--- config.mk ---
export PLATFORM = sky130hd
export DESIGN_NAME = sparse_psum_acc
export DESIGN_NICKNAME = d
export VERILOG_FILES = /design/src/rtl/psa_pkg.sv /design/src/rtl/psa_lead_enc.sv /design/src/rtl/psa_pack_sel.sv /design/src/rtl/psa_acc_bank.sv /design/src/rtl/sparse_psum_acc.sv
export SDC_FILE = /design/constraint.sdc
export NUM_CORES = 1
export LEC_CHECK = 0
export BUFFER_PORTS_ARGS = -buffer_cell sky130_fd_sc_hd__buf_2
export CAP_MARGIN = 20
export CORE_ASPECT_RATIO = 2
export CORE_MARGIN = 3
export CORE_UTILIZATION = 50
export DETAILED_ROUTE_END_ITERATION = 7
export MAX_ROUTING_LAYER = met4
export PLACE_DENSITY = 0.74
export RECOVER_POWER = 100
export SLEW_MARGIN = 20
export SYNTH_ARGS = -nofsm -noshare
export SYNTH_HDL_FRONTEND = slang
export SYNTH_HIERARCHICAL = 1
export SYNTH_SLANG_ARGS = --single-unit
--- constraint.sdc ---
create_clock -name clk_i -period 4.3 [get_ports clk_i]
set_input_delay 1.29 -clock clk_i [delete_from_list [all_inputs] [get_ports clk_i]]
set_output_delay 1.29 -clock clk_i [all_outputs]
set_load 0.005 [all_outputs]
--- src/rtl/psa_pkg.sv ---
package psa_pkg;
  typedef enum logic {
    ST_IDLE = 1'b0,
    ST_RUN  = 1'b1
  } psa_state_e;
endpackage

--- src/rtl/psa_lead_enc.sv ---
// Lowest set bit of req_i, resolved in one cycle.
module psa_lead_enc #(
  parameter int N   = 8,
  localparam int IW = (N > 1) ? $clog2(N) : 1
) (
  input  logic [N-1:0]  req_i,
  output logic [IW-1:0] idx_o,
  output logic          any_o
);
  always_comb begin
    idx_o = '0;
    for (int i = N - 1; i >= 0; i--) begin
      if (req_i[i]) idx_o = IW'(i);
    end
  end
  assign any_o = |req_i;
endmodule

--- src/rtl/psa_pack_sel.sv ---
// Picks one entry of the packed non-zero list.
module psa_pack_sel #(
  parameter int N     = 8,
  parameter int VAL_W = 4,
  localparam int PW   = (N > 1) ? $clog2(N) : 1
) (
  input  logic [N*VAL_W-1:0] vals_i,
  input  logic [PW-1:0]      ptr_i,
  output logic [VAL_W-1:0]   val_o
);
  assign val_o = vals_i[ptr_i*VAL_W +: VAL_W];
endmodule

--- src/rtl/psa_acc_bank.sv ---
module psa_acc_bank #(
  parameter int N     = 8,
  parameter int VAL_W = 4,
  parameter int ACC_W = 8,
  localparam int IW   = (N > 1) ? $clog2(N) : 1
) (
  input  logic               clk_i,
  input  logic               rst_ni,
  input  logic               clr_i,
  input  logic               en_i,
  input  logic [IW-1:0]      ch_i,
  input  logic [VAL_W-1:0]   val_i,
  output logic [N*ACC_W-1:0] acc_o
);
  for (genvar g = 0; g < N; g++) begin : g_ch
    logic [ACC_W-1:0] acc_q;
    always_ff @(posedge clk_i or negedge rst_ni) begin
      if (!rst_ni)                         acc_q <= '0;
      else if (clr_i)                      acc_q <= '0;
      else if (en_i && ch_i == IW'(g))     acc_q <= acc_q + ACC_W'(val_i);
    end
    assign acc_o[g*ACC_W +: ACC_W] = acc_q;
  end
endmodule

--- src/rtl/sparse_psum_acc.sv ---
module sparse_psum_acc
  import psa_pkg::*;
#(
  parameter int N_CH    = 8,
  parameter int VAL_W   = 4,
  parameter int MAX_SEG = 16,
  localparam int SEG_W  = $clog2(MAX_SEG + 1),
  localparam int ACC_W  = VAL_W + $clog2(MAX_SEG),
  localparam int CYC_W  = $clog2(MAX_SEG * N_CH + 1),
  localparam int IW     = (N_CH > 1) ? $clog2(N_CH) : 1
) (
  input  logic                  clk_i,
  input  logic                  rst_ni,
  input  logic                  start_i,
  input  logic [SEG_W-1:0]      seg_count_i,
  input  logic                  seg_valid_i,
  input  logic [N_CH-1:0]       seg_mask_i,
  input  logic [N_CH*VAL_W-1:0] seg_vals_i,
  output logic                  seg_take_o,
  output logic                  busy_o,
  output logic                  done_o,
  output logic [N_CH*ACC_W-1:0] acc_o,
  output logic [CYC_W-1:0]      cyc_cnt_o
);
  psa_state_e       state_q;
  logic [SEG_W-1:0] seg_num_q, seg_idx_q, seg_cnt_clamp;
  logic [N_CH-1:0]  used_q, rem, hit_oh;
  logic [IW-1:0]    ptr_q, hit_ch;
  logic [CYC_W-1:0] cyc_q;
  logic [VAL_W-1:0] cur_val;
  logic             done_q, hit_any, start_ok, step, last_bit, seg_fin, run_fin;

  assign rem      = seg_mask_i & ~used_q;
  assign start_ok = start_i && (state_q == ST_IDLE);
  assign step     = (state_q == ST_RUN) && seg_valid_i;
  // zero or one bit left: this cycle finishes the segment
  assign last_bit = (rem & (rem - N_CH'(1))) == '0;
  assign seg_fin  = step && last_bit;
  assign run_fin  = seg_fin && (seg_idx_q == seg_num_q - SEG_W'(1));
  assign seg_cnt_clamp = (seg_count_i > SEG_W'(MAX_SEG)) ? SEG_W'(MAX_SEG) : seg_count_i;

  psa_lead_enc #(.N(N_CH)) u_enc (
    .req_i (rem),
    .idx_o (hit_ch),
    .any_o (hit_any)
  );

  psa_pack_sel #(.N(N_CH), .VAL_W(VAL_W)) u_sel (
    .vals_i (seg_vals_i),
    .ptr_i  (ptr_q),
    .val_o  (cur_val)
  );

  psa_acc_bank #(.N(N_CH), .VAL_W(VAL_W), .ACC_W(ACC_W)) u_bank (
    .clk_i  (clk_i),
    .rst_ni (rst_ni),
    .clr_i  (start_ok),
    .en_i   (step && hit_any),
    .ch_i   (hit_ch),
    .val_i  (cur_val),
    .acc_o  (acc_o)
  );

  always_comb begin
    hit_oh = '0;
    hit_oh[hit_ch] = hit_any;
  end

  always_ff @(posedge clk_i or negedge rst_ni) begin
    if (!rst_ni) begin
      state_q   <= ST_IDLE;
      seg_num_q <= '0;
      seg_idx_q <= '0;
      used_q    <= '0;
      ptr_q     <= '0;
      cyc_q     <= '0;
      done_q    <= 1'b0;
    end else begin
      done_q <= 1'b0;
      if (start_ok) begin
        seg_num_q <= seg_cnt_clamp;
        seg_idx_q <= '0;
        used_q    <= '0;
        ptr_q     <= '0;
        cyc_q     <= '0;
        if (seg_cnt_clamp == '0) done_q  <= 1'b1;
        else                     state_q <= ST_RUN;
      end else if (step) begin
        cyc_q <= cyc_q + CYC_W'(1);
        if (seg_fin) begin
          used_q    <= '0;
          ptr_q     <= '0;
          seg_idx_q <= seg_idx_q + SEG_W'(1);
          if (run_fin) begin
            state_q <= ST_IDLE;
            done_q  <= 1'b1;
          end
        end else begin
          used_q <= used_q | hit_oh;
          ptr_q  <= ptr_q + IW'(1);
        end
      end
    end
  end

  assign seg_take_o = seg_fin;
  assign busy_o     = (state_q == ST_RUN);
  assign done_o     = done_q;
  assign cyc_cnt_o  = cyc_q;
endmodule

* Word-level counts from Yosys, hierarchy flattened
Cells that the tools add are included.
** Word-level totals
- Bits in read-only memories :: 0
- Register bits :: 95
- Memories :: 0
- Latch bits :: 0
- Output and inout port bits :: 75
- Bits in writable memories :: 0
- Input bits :: 49
** Operators by class
- Mux-type cells :: 48
- Equality and inequality tests :: 9
- Div/mod/pow operators :: 0
- Multiply operators :: 0
- Add/subtract/negate cells :: 13
- Bitwise operators :: 6
- Shift-type cells :: 1
- Reduce and logical (&&, ||, !) cells :: 31
- Order comparisons :: 3
** Operator list (number)
- $mux 8 :: 21
- $add 8x4->8 :: 8
- $mux 3 :: 11
- $shiftx 32x6->4 :: 1
- $and 8x8->8 :: 3
- $reduce_bool 2->1 :: 11
- $mux 5 :: 4
- $logic_and 1x1->1 :: 14
- $eq 3x3->1 const B :: 4
- $mux 1 :: 11
- $add 8x1->8 const B :: 1
- $logic_not 8->1 :: 1
- $not 8->8 :: 1
- $or 8x8->8 :: 1
- $reduce_or 8->1 :: 1
- $sub 8x1->8 const B :: 1
- $eq 3x2->1 const B :: 2
- $add 5x1->5 const B :: 1
- $eq 5x5->1 :: 1
- $gt 5x5->1 const B :: 1
- $logic_not 5->1 :: 1
- $sub 5x1->5 const B :: 1
- $lt 3x4->1 const B :: 1
- $reduce_and 4->1 :: 1
- 8 further kinds :: 8

* Depth between registers and ports, before layout
- Word-level depth :: 19
- Depth in mapped cells :: 10
- Gate-level depth less buffers :: 8

* Hierarchy
Netlist, hierarchy kept.
** By module, submodules not included
- psa_acc_bank :: times used 1, area an instance 4080.2 um^2, cells each 417
- sparse_psum_acc :: times used 1, area an instance 1719.1 um^2, cells each 170
- psa_pack_sel :: times used 1, area an instance 270.3 um^2, cells each 14
- psa_lead_enc :: times used 1, area an instance 81.3 um^2, cells each 13

* Worst setup path after synthesis
OpenSTA, ideal clock, no wires.
- Path kind :: input-to-reg
- Start point :: in seg_mask_i[7]
- End point :: reg u_bank.g_ch[1].acc_q[6]
- Arrival :: 3.743 ns
- Library setup time :: 0.078 ns
- Slack :: 0.479 ns
- Data required time :: 4.222 ns
- Path buffers :: 2
- Cell stages on the path :: 9
- Cell sequence :: nor2b_2 > a21oi_1 > o41ai_1 > buf_4 > and4bb_1 > buf_2 > nand2_1 > or3_1 > a21oi_1
** On the way
- Longest elaborated chain between the ends :: 12
- Elaborated cells on any way between the ends :: 14
- Classes of those cells :: 1 x eq/ne; 8 x mux; 1 x bitwise; 4 x reduce/logical
** Ends and longest elaborated chain
- start: declaration :: line sparse_psum_acc.sv:17 : input logic [N_CH-1:0] seg_mask_i,
- $and 8x8->8 :: line sparse_psum_acc.sv:33 : assign rem = seg_mask_i & ~used_q;
- $mux 3 (8 in a row) :: line psa_lead_enc.sv:13 : if (req_i[i]) idx_o = IW'(i);
- net hit_ch[0] :: line sparse_psum_acc.sv:28 : logic [IW-1:0] ptr_q, hit_ch;
- $eq 3x1->1 :: line psa_acc_bank.sv:20 : else if (en_i && ch_i == IW'(g)) acc_q <= acc_q + ACC_W'(val_i);
- $logic_and 1x1->1 :: line psa_acc_bank.sv:20
- $reduce_bool 2->1 (no source line)
- end signal: assignment :: line psa_acc_bank.sv:20
- end: declaration :: line psa_acc_bank.sv:16 : logic [ACC_W-1:0] acc_q;
The timed path passes the listed nets, and every way through them passes these cells.
A chain may end at the register's enable or synchronous reset.

* Worst setup path after layout
- Start point :: in seg_mask_i[2]
- End point :: out seg_take_o
** On the way
- Longest elaborated chain between the ends :: 5
** Ends and longest elaborated chain
- $and 8x8->8 * :: line sparse_psum_acc.sv:33
- net rem[2] :: line sparse_psum_acc.sv:27 : logic [N_CH-1:0] used_q, rem, hit_oh;
- $sub 8x1->8 :: line sparse_psum_acc.sv:37 : assign last_bit = (rem & (rem - N_CH'(1))) == '0;
- $and 8x8->8 * :: line sparse_psum_acc.sv:37
- $logic_not 8->1 * :: line sparse_psum_acc.sv:37
- $logic_and 1x1->1 * :: line sparse_psum_acc.sv:38 : assign seg_fin = step && last_bit;
- end: declaration :: line sparse_psum_acc.sv:19 : output logic seg_take_o,
Mark *: on every way through the listed nets, which the timed path passes. The rest lies on a longest branch.

==> flow_metrics.env <==
export IMPL_synth_edff_count=0
export IMPL_utilization_pct=59.9
export IMPL_synth_top_area_cell="dfrtp_1"
export IMPL_drive_above_1_share_pct=18.5
export IMPL_clk_latency_ns=0.34
export IMPL_synth_top_cells_by_area="dfrtp_1 39%, ha_1 7.3%, a21oi_1 3.7%, mux2_2 3.7%, nand2_1 3.5%"
export IMPL_slowest_delay_ns=0.37
export IMPL_num_vias=5274
export IMPL_grt_first_pass_wirelength_um=26400
export IMPL_p_sw_share_pct=44.3
export IMPL_critPathLaunch="seg_mask_i[2]"
export IMPL_tightestPinTransition_ns=1.27
export IMPL_core_area_um2=11900
export IMPL_seq_area_um2=2380
export IMPL_port_buffers=123
export IMPL_skew_ns=0.0117
export IMPL_netlist_area_leader_share_pct=38.6
export IMPL_hold_path_depth=2
export IMPL_synth_main_ff_cell="dfrtp_1"
export IMPL_criticalPathCategory="in2out"
export IMPL_syn_area_um2=6150
export IMPL_synth_seq_cells=95
export IMPL_clkTransAtPathRegs_ns=0.07
export IMPL_grt_antenna_before_repair=0
export IMPL_via_per_inst=6.00
export IMPL_cts_max_level=3
export IMPL_ir_drop_mv=0.442
export IMPL_worstSetupStartpointType="input port"
export IMPL_seq_area_frac_synth_pct=38.6
export IMPL_reg2regPathDepth=8
export IMPL_fp_dieH_um=163
export IMPL_die_area_um2=13700
export IMPL_yosys_cell_types_count=62
export IMPL_routabilityCongestion=0.918
export IMPL_reg2reg_from="ptr_q[0]"
export IMPL_root_buffer="clkbuf_16"
export IMPL_ys_warnings_count=6
export IMPL_hold_violations=0
export IMPL_initial_utilization_pct=51.6
export IMPL_nNetsFinal=822
export IMPL_place_hpwl_um=12200
export IMPL_pwr_share_comb_pct=53.9
export IMPL_maxSlewHeadroom_pct=15.3
export IMPL_final_cell_mix="95 x dfrtp_1, 80 x buf_2, 57 x nand2_1"
export IMPL_min_from="seg_num_q[4]"
export IMPL_overflow=0
export IMPL_drv_cap=0
export IMPL_multi_input_area_um2=3620
export IMPL_detail_route_wl_per_cell_um=18.5
export IMPL_power_frac_seq_pct=30.2
export IMPL_rows=56
export IMPL_power_density_nw_per_um2=749
export IMPL_hold_buffers=0
export IMPL_path_buf_inv=3
export IMPL_p_clk_share_pct=15.9
export IMPL_async_flop_share_pct=100
export IMPL_final_setup_viol_count=0
export IMPL_met3_wirelength_um=545
export IMPL_areaGrowthSynthToFinish_pct=16.0
export IMPL_cts_buffer_depth=2
export IMPL_totalWireLength_um=16200
export IMPL_grt_util_all_layers_pct=24.4
export IMPL_layout_setup_ws_ns=0.465
export IMPL_tritoncts="built"
export IMPL_crit_arrival_ns=2.54
export IMPL_cts_made_buffers=9
export IMPL_power_internal_mw=2.98
export IMPL_reg2reg_to="u_bank/g_ch[5].acc_q[6]"
export IMPL_critPathSlowestCell="nor2b_1"
export IMPL_max_freq_ghz=0.261
export IMPL_crit_path_cell_trace="buf_2, nor2b_1, o22ai_1, and3_4, o21ai_4, inv_1, buf_2"
export IMPL_cts_resized=0
export IMPL_syn_avg_cell_area_um2=10.0
export IMPL_grt_max_degree=97
export IMPL_fin_tns_setup_ns=0
export IMPL_antenna_left=0
export IMPL_p_sw_mw=2.37
export IMPL_clock_sinks=95
export IMPL_worst_path_most_repeated_cell="buf_2"
export IMPL_highest_layer="met4"
export IMPL_wl_met2_um=9260
export IMPL_p_leak_nw=3.28
export IMPL_ios=124
export IMPL_rsz0062_at_grt="no"
export IMPL_fin_crit_ns=3.83
export IMPL_met1_length_um=6030
export IMPL_drcViolationCount=0
export IMPL_drv_slew=0
export IMPL_num_fill_cells=1064
export IMPL_cp_max_fo=5
export IMPL_antennaDiodeCount=0
export IMPL_crit_family="simple AND/OR/NAND/NOR gates"
export IMPL_final_common_cell="dfrtp_1"
export IMPL_first_pass_iters=4
export IMPL_crit_path_end_kind="output port"
export IMPL_reg2reg_slack_ns=0.99
export IMPL_hold_class="reg2reg"
export IMPL_period_share_pct=89.2
export IMPL_min_to="seg_num_q[4]"
export IMPL_dieWidth_um=84.4
export IMPL_place_ws_ns=0.489
export IMPL_post_cts_setup_buffer_count=0
export IMPL_grt_pass1_vias=5351
export IMPL_crit_required_ns=3.01
export IMPL_synthesis_nets=707
export IMPL_drtIter0Drc=236
export IMPL_status="completed"
export IMPL_syn_inst=614
-- metal layers --
layer  up-vias  GRT usage (%)
met3        23           2.99
li1       2522              -
met2       143           46.0
met1      2586           25.9
met4         0           8.07
met5         -              -
-- metrics by stage --
stage | area (um2) | total power [mW] | hold WS (ns) | std cells
CTS | 7220 | 5.39 | 0.513 | 879
detailed placement | 6900 | 4.52 | 0.496 | 863
global placement | 6900 | 4.36 | 0.499 | 863
floorplan | 6150 | 3.63 | 0.466 | 614
finish | 7130 | 5.35 | 0.506 | 879
global route | 7130 | 5.79 | 0.535 | 879
-- flip-flops by register name (all words and copies together) (netlist names) --
name,flops
busy_o,1
seg_num_q,5
used_q,8
ptr_q,3
seg_idx_q,5
done_o,1
cyc_cnt_o,8
u_bank/g_ch.acc_q,64
-- cells in the mapped netlist, types with 4 or more instances --
cell type / n
and3_1: 4
fa_1: 8
ha_1: 36
dfrtp_1: 95
and4_1: 4
nand2_1: 57
clkbuf_1: 13
a21o_1: 16
buf_2: 10
o211ai_1: 15
mux2i_1: 4
o41ai_1: 9
a211oi_1: 25
and2_1: 11
xnor2_1: 15
nand3_1: 8
or3_1: 18
inv_1: 4
nand3b_1: 14
xor2_1: 6
a21oi_1: 46
nor2b_2: 8
nor3_1: 4
o21ai_0: 33
nor2b_1: 19
mux4_1: 8
nor2_1: 51
nand4_1: 4
mux2_2: 20
-- tightest hold or removal path, cell delays in order, from the launching register on --
cell,delay [ns]
dfrtp_1,0.37
nand2_1,0.05
nand2_1,0.06
-- worst max-delay path by stage --
stage | end | slack (ns) | cells past startpoint
after floorplan | u_bank/g_ch[1].acc_q[6] | 0.48 | 9
after global placement | u_bank/g_ch[4].acc_q[6] | 0.55 | 9
after detailed placement | u_bank/g_ch[7].acc_q[7] | 0.49 | 8
after CTS | seg_take_o | 0.62 | 7
after global routing | u_bank/g_ch[3].acc_q[4] | 0.32 | 7
final | seg_take_o | 0.47 | 7
-- power by group through the flow --
| stage | combinational (mW) | sequential, mW | clock [mW] |
|---|---|---|---|
| 2_1_floorplan | 2.09 | 1.54 | 0 |
| 3_3_place_gp | 2.76 | 1.61 | 0 |
| 3_5_place_dp | 2.89 | 1.63 | 0 |
| 4_1_cts | 2.92 | 1.61 | 0.865 |
| 5_1_grt | 3.22 | 1.67 | 0.891 |
| 6_report | 2.88 | 1.61 | 0.852 |
-- final cells by class --
type | count | share of cell area [%]
tap | 145 | 2.54
sequential | 95 | 33.3
inverter | 5 | 0.263
timing repair buffer | 131 | 8.63
clock buffer | 11 | 3.54
clock inverter | 5 | 0.912
multi-input combinational | 487 | 50.8
-- cell families (layout without fill, tap and decap cells) --
group / Yosys count / count (layout) / synth area share, %
muxes: 32 / 32 / 7.73
and+or+nand+nor: 226 / 226 / 21.1
adders and majority gates: 44 / 44 / 9.93
xor gates and xnor gates: 21 / 21 / 2.99
buffers and inverters: 32 / 152 / 2.46
AOI/OAI and AO/OA: 164 / 164 / 17.2
DFF: 95 / 95 / 38.6
No activity file was read; power rests on OpenSTA's default activity.
